$ cat src/rtl/wsm_pkg.sv
package wsm_pkg;

    typedef enum logic [1:0] {
        WSM_BIDIR   = 2'd0,
        WSM_USER_WR = 2'd1,
        WSM_HOST_WR = 2'd2
    } wsm_mode_e;

    localparam int SLICE_W = 16;

    function automatic int slice_count(input int data_w);
        return (data_w + SLICE_W - 1) / SLICE_W;
    endfunction

    function automatic int slice_width(input int data_w, input int idx);
        int rem;
        rem = data_w - idx * SLICE_W;
        return (rem >= SLICE_W) ? SLICE_W : rem;
    endfunction

endpackage

$ cat src/rtl/wsm_decode.sv
module wsm_decode #(
    parameter int BUS_AW    = 16,
    parameter int BASE_ADDR = 256,
    parameter int DEPTH     = 32,
    parameter int NSLICE    = 2,
    parameter int ROW_W     = 5
) (
    input  logic [BUS_AW-1:0] bus_addr,
    output logic              hit,
    output logic [NSLICE-1:0] sel,
    output logic [ROW_W-1:0]  row
);
    localparam int SPAN = NSLICE * DEPTH;

    logic [31:0] addr_ext;
    logic [31:0] offset;

    always_comb begin
        addr_ext = 32'(bus_addr);
        offset   = addr_ext - 32'(BASE_ADDR);
        hit      = (addr_ext >= 32'(BASE_ADDR)) && (offset < 32'(SPAN));
        sel      = '0;
        row      = '0;
        for (int i = 0; i < NSLICE; i++) begin
            if (hit && offset >= 32'(i * DEPTH) && offset < 32'((i + 1) * DEPTH)) begin
                sel[i] = 1'b1;
                row    = ROW_W'(offset - 32'(i * DEPTH));
            end
        end
    end

endmodule

$ cat src/rtl/wsm_slice.sv
module wsm_slice #(
    parameter int WIDTH = 16,
    parameter int DEPTH = 32,
    parameter int ROW_W = 5
) (
    input  logic             clk,
    input  logic             rst_n,
    input  logic             u_we,
    input  logic [ROW_W-1:0] u_addr,
    input  logic [WIDTH-1:0] u_wdata,
    output logic [WIDTH-1:0] u_rdata,
    input  logic             b_we,
    input  logic [ROW_W-1:0] b_addr,
    input  logic [WIDTH-1:0] b_wdata,
    output logic [WIDTH-1:0] b_rdata
);
    logic [DEPTH-1:0][WIDTH-1:0] mem_d;
    logic [DEPTH-1:0][WIDTH-1:0] mem_q;

    always_comb begin
        mem_d = mem_q;
        if (u_we) begin
            mem_d[u_addr] = u_wdata;
        end
        // host write is applied last so it owns a same-cycle collision
        if (b_we) begin
            mem_d[b_addr] = b_wdata;
        end
    end

    always_ff @(posedge clk) begin
        if (!rst_n) begin
            mem_q <= '0;
        end else begin
            mem_q <= mem_d;
        end
    end

    assign u_rdata = mem_q[u_addr];
    assign b_rdata = mem_q[b_addr];

endmodule

$ cat src/rtl/wsm_core.sv
module wsm_core
    import wsm_pkg::*;
#(
    parameter int        DATA_W    = 23,
    parameter int        DEPTH     = 32,
    parameter int        BASE_ADDR = 256,
    parameter int        BUS_AW    = 16,
    parameter wsm_mode_e MODE      = WSM_BIDIR,
    localparam int       ROW_W     = (DEPTH > 1) ? $clog2(DEPTH) : 1
) (
    input  logic              clk,
    input  logic              rst_n,
    input  logic [ROW_W-1:0]  user_addr,
    input  logic [DATA_W-1:0] user_wdata,
    input  logic              user_we,
    output logic [DATA_W-1:0] user_rdata,
    input  logic [BUS_AW-1:0] bus_addr,
    input  logic [15:0]       bus_wdata,
    input  logic              bus_wr,
    input  logic              bus_rd,
    output logic [15:0]       bus_rdata,
    output logic              bus_rvalid
);
    localparam int NSLICE = slice_count(DATA_W);

    typedef struct packed {
        logic [DATA_W-1:0] urd;
        logic [15:0]       brd;
        logic              bvld;
    } port_state_t;

    port_state_t st_d, st_q;

    logic              hit;
    logic [NSLICE-1:0] sel;
    logic [ROW_W-1:0]  brow;
    logic              u_we_ok;
    logic              b_we_ok;
    logic              b_rd_ok;
    logic [DATA_W-1:0] user_word;
    logic [NSLICE-1:0][15:0] bus_slice_rd;

    wsm_decode #(
        .BUS_AW   (BUS_AW),
        .BASE_ADDR(BASE_ADDR),
        .DEPTH    (DEPTH),
        .NSLICE   (NSLICE),
        .ROW_W    (ROW_W)
    ) u_decode (
        .bus_addr(bus_addr),
        .hit     (hit),
        .sel     (sel),
        .row     (brow)
    );

    assign u_we_ok = user_we && (MODE != WSM_HOST_WR);
    assign b_we_ok = bus_wr && hit && (MODE != WSM_USER_WR);
    assign b_rd_ok = bus_rd && hit && (MODE != WSM_HOST_WR);

    for (genvar gi = 0; gi < NSLICE; gi++) begin : g_slice
        localparam int CW = slice_width(DATA_W, gi);
        logic [CW-1:0] s_urd;
        logic [CW-1:0] s_brd;

        wsm_slice #(
            .WIDTH(CW),
            .DEPTH(DEPTH),
            .ROW_W(ROW_W)
        ) u_slice (
            .clk    (clk),
            .rst_n  (rst_n),
            .u_we   (u_we_ok),
            .u_addr (user_addr),
            .u_wdata(user_wdata[gi*16 +: CW]),
            .u_rdata(s_urd),
            .b_we   (b_we_ok && sel[gi]),
            .b_addr (brow),
            .b_wdata(bus_wdata[CW-1:0]),
            .b_rdata(s_brd)
        );

        assign user_word[gi*16 +: CW] = s_urd;
        assign bus_slice_rd[gi]       = 16'(s_brd);
    end

    always_comb begin
        st_d      = st_q;
        st_d.urd  = (MODE == WSM_USER_WR) ? '0 : user_word;
        st_d.bvld = b_rd_ok;
        st_d.brd  = '0;
        if (b_rd_ok) begin
            for (int i = 0; i < NSLICE; i++) begin
                if (sel[i]) begin
                    st_d.brd = bus_slice_rd[i];
                end
            end
        end
    end

    always_ff @(posedge clk) begin
        if (!rst_n) begin
            st_q <= '0;
        end else begin
            st_q <= st_d;
        end
    end

    assign user_rdata = st_q.urd;
    assign bus_rdata  = st_q.brd;
    assign bus_rvalid = st_q.bvld;

endmodule

$ cat config.mk
export PLATFORM = sky130hd
export DESIGN_NAME = wsm_core
export DESIGN_NICKNAME = d
export VERILOG_FILES = /design/src/rtl/wsm_pkg.sv /design/src/rtl/wsm_decode.sv /design/src/rtl/wsm_slice.sv /design/src/rtl/wsm_core.sv
export SDC_FILE = /design/constraint.sdc
export NUM_CORES = 2
export LEC_CHECK = 0
export CAP_MARGIN = 40
export CORE_UTILIZATION = 63
export DETAILED_ROUTE_END_ITERATION = 6
export HOLD_SLACK_MARGIN = 0.03
export MAX_ROUTING_LAYER = met4
export PLACE_DENSITY = 0.85
export SETUP_SLACK_MARGIN = 0.02
export SLEW_MARGIN = 10
export SYNTH_ARGS = -nofsm -noshare
export SYNTH_HDL_FRONTEND = slang
export SYNTH_HIERARCHICAL = 1
export SYNTH_SLANG_ARGS = --single-unit
$ cat constraint.sdc
create_clock -name clk -period 3.75 [get_ports clk]
set_input_delay 0.75 -clock clk [delete_from_list [all_inputs] [get_ports clk]]
set_output_delay 0.75 -clock clk [all_outputs]
set_load 0.02 [all_outputs]
==> metrics.md <==
| Metric | Value |
|---|---|
| Initial antenna violation count | 13 |
| PD cells | about 360 mW/mm2 |
| Core region area | ~0.072 mm2 |
| Status | finished, violations left |
| Gp weighted congestion | 1.16 |
| Synth Warn # | 6 |
| Placed cell areas | approximately 0.050 mm2 |
| Compound-Gate Fraction of Synth Area | 0.217 |
| DP Worst Slack | -0.649 ns |
| Final net count | roughly 5,500 |
| Main synth FF type | dfxtp_1 |
| Maximum root-to-sink buffer count | 3 |
| Crit. End Element | flop |
| Post-synthesis net count | roughly 5,400 |
| Failing checks | design-rule violations, negative setup slack |
| Largest family of logic cells by synthesized area | multiplexers |
| Simple logic cell fraction of the synthesized area | 0.0942 |
| Fin crit share | 1.02 |
| Hold Crit Start | user_wdata[1] |
| Req. time, crit path | ~4.3 ns |
| DP HPWL | 146,000 um |
| ANT nets after route | 0 |
| VDD IR-drop max | 459 uV |
| R2R Path End | user_rdata[15]$_SDFF_PN0_ |
| Number of port buffers | about 100 |
| Ys async rst share | 0 |
| Initial core utilization | 0.641 |
| Synth Register Bits | slightly below 800 |
| Clock Latency Late Sink | roughly 0.67 ns |
| Final setup violation count | 1 |
| FP Rows | ~100 |
| Final WL | about 220,000 um |
| DR WL/cell | around 33 um |
| Worst Path Max Fanout | 14 |
| Post-synthesis mux area share | 0.285 |
| Sink Count | roughly 780 |
| Synth cell count leaders | 1,312 x mux2i_1, 776 x dfxtp_1, 727 x o21ai_0 |
| Worst setup margin | -0.0566 ns |
| Hold path depth | 3 |
| Pin count of the biggest net entering global routing | around 160 |
| Worst-path clk slew | ~0.060 ns |
| I/O pins | 105 |
| # fillers | slightly above 5,000 |
| Mapped Area | approximately 0.046 mm2 |
| Root Driver | clkbuf_16 |
| Cell with the most instances after synthesis | mux2i_1 |
| Num CTS Buffers | 84 |
| Worst Max-Slew Pin Slew | 0.957 ns |
| Final Max Tran Viols | 0 |
| Drc violations | 15 |
| Register-to-Register Path Depth | 5 |
| Vias/cell | between 7 and 8 |
| Distinct cells, synth | 50 |
| CP Class | input port to flop |
| Area occupied by multi-input gates | ~0.028 mm2 |
| Post-Synth Adder-Cell Area | 0 |
| Gate Count Post-Synth | about 5,300 |
| CTS tree | done |
| Register area share after synthesis | 0.337 |
| EDFF count, synth | 0 |
| Vias in the first global route | roughly 44,000 |
| Fraction of layout cells with a size suffix above 1 | 0.149 |
| Die area | ~0.074 mm2 |
| Worst R2R Setup Slack | 1.19 ns |
| Synth Area in XOR/XNOR | 0 |
| Fin crit period | ~3.8 ns |
| Register Area | ~0.016 mm2 |
| Cts hold-fix bufs | 0 |
| RSZ-0062 raised after global routing | no |
| First-pass GRT wire length | roughly 310,000 um |
| Max Cap Violations | 0 |
| Area Overhead vs Synth | 16.2% |
| Worst setup SP type | input port |
| Post-route cell area | ~0.054 mm2 |
| Die height | around 270 um |
| Mapped Avg Cell Area | 8.62 um2 |
| CTS H-Tree Depth | 3 |
| Yosys top cell by area | dfxtp_1 |
| Critical Path AT | ~4.3 ns |
| Global Route Usage Sum | 0.578 |
| FMAX | roughly 260 MHz |
| Fin. Hold Viols | 0 |
| Largest cells by area after synthesis | dfxtp_1 34%, mux2i_1 29%, o21ai_0 7.9% |
| Area fraction of the dominant cell type after synthesis | 0.337 |
| Die X | 272 um |
| Leakage | between 20 and 25 nW |
| Clk_skew | slightly above 0.03 ns |
| R2r startpoint | g_slice[0].u_slice/mem_q[511]$_SDFF_PN0_ |
| Worst slew margin | 0.362 |
| Hold endpoint | g_slice[0].u_slice/mem_q[241]$_SDFF_PN0_ |
| Via Count | 48,000 |
| Iter 0 DRT Violations | 8,439 |
| Initial DRT Pass Iterations | 7 |
| Hold Crit Class | input port to flop |
| Grt total ovfl | 0 |
-- critical path: stages --
cell and delay, ns:
clkdlybuf4s50_1 0.39, or4_1 0.53, buf_4 0.20, nor4_4 0.17, buf_4 0.19, buf_4 0.22
buf_4 0.31, mux2i_1 0.43, o22ai_1 0.14, nor4_1 0.54, buf_4 0.23, nand2_1 0.05
nand3b_1 0.09, a21oi_2 0.06
-- cell families after synthesis --
| logic type | after synthesis |
|---|---|
| multiplexers | 1312 |
| buffers and inverters | 639 |
| AO/OA/AOI/OAI | 1847 |
| AND/OR/NAND/NOR | 769 |
| flip-flops | 776 |
-- repair_timing --
action                                  4_1_cts  5_1_grt
gates cloned                                  0        1
gates resized for setup                       1        9
buffers inserted                              0        0
endpoints found under the setup margin        1        7
-- registers in the layout, indices dropped and copies added (netlist names) --
register and count:
g_slice.u_slice/mem_q 736, user_rdata 23, bus_rdata 16, bus_rvalid 1
-- placed cells by master (no fill, tap or decap), types with 13 or more instances in the layout --
| cell | n |
|---|---|
| o21ai_0 | 727 |
| a21oi_1 | 581 |
| clkbuf_1 | 13 |
| dfxtp_1 | 776 |
| and2_1 | 26 |
| a31oi_1 | 160 |
| mux2i_1 | 1310 |
| clkdlybuf4s50_1 | 86 |
| clkbuf_8 | 16 |
| buf_4 | 459 |
| nand2_1 | 437 |
| inv_1 | 16 |
| nand4b_1 | 14 |
| or4b_1 | 16 |
| diode_2 | 16 |
| clkbuf_16 | 88 |
| buf_2 | 17 |
| nand4bb_1 | 22 |
| and3b_1 | 19 |
| nor4_1 | 85 |
| clkinv_2 | 15 |
| nand2_2 | 43 |
| buf_12 | 81 |
| o22ai_1 | 357 |
-- where the power goes --
part           internal, mW  leakage [nW]  switching (mW)
clock network          5.22          1.44            3.79
logic                 0.491          14.4            1.16
registers              8.30          6.25          0.0569
-- layer usage --
metal,global-route usage,up-vias,wire [um]
met5,-,-,0
met4,0.378,0,18500
met3,0.250,1178,36200
met2,0.777,4378,84700
met1,0.696,22400,76700
li1,-,20100,-
-- how the worst max path moves through the flow --
stage	start	endpoint	cells past startpoint
after CTS	bus_addr[14]	bus_rdata[0]$_SDFF_PN0_	15
after detailed placement	bus_addr[14]	bus_rdata[2]$_SDFF_PN0_	14
final	bus_addr[14]	bus_rdata[3]$_SDFF_PN0_	14
after global placement	bus_addr[14]	bus_rdata[9]$_SDFF_PP0_	13
after global routing	bus_addr[14]	bus_rdata[6]$_SDFF_PN0_	14
after floorplan	bus_addr[6]	bus_rdata[2]$_SDFF_PN0_	12
-- layout make-up --
cell class / instances / area share
multi-input combinational: 3928 / 0.515
timing repair buffer: 654 / 0.116
inverter: 16 / 0.00112
tap: 950 / 0.0222
clock buffer: 116 / 0.0457
sequential: 776 / 0.290
antenna: 16 / 0.000748
clock inverter: 36 / 0.00944
-- through the flow --
step	cells	hold WS (ns)	utilization	power (mW)	setup TNS, ns
after CTS	6467	0.413	0.742	18.8	0
after global placement	6302	0.470	0.698	10.0	-10.92
after global routing	6488	0.434	0.745	19.3	0
after detailed placement	6315	0.477	0.701	10.1	-34.48
after floorplan	5343	0.460	-	9.40	0
final	6492	0.434	0.745	19.0	-0.0566
(Power assumes the default switching activity.)
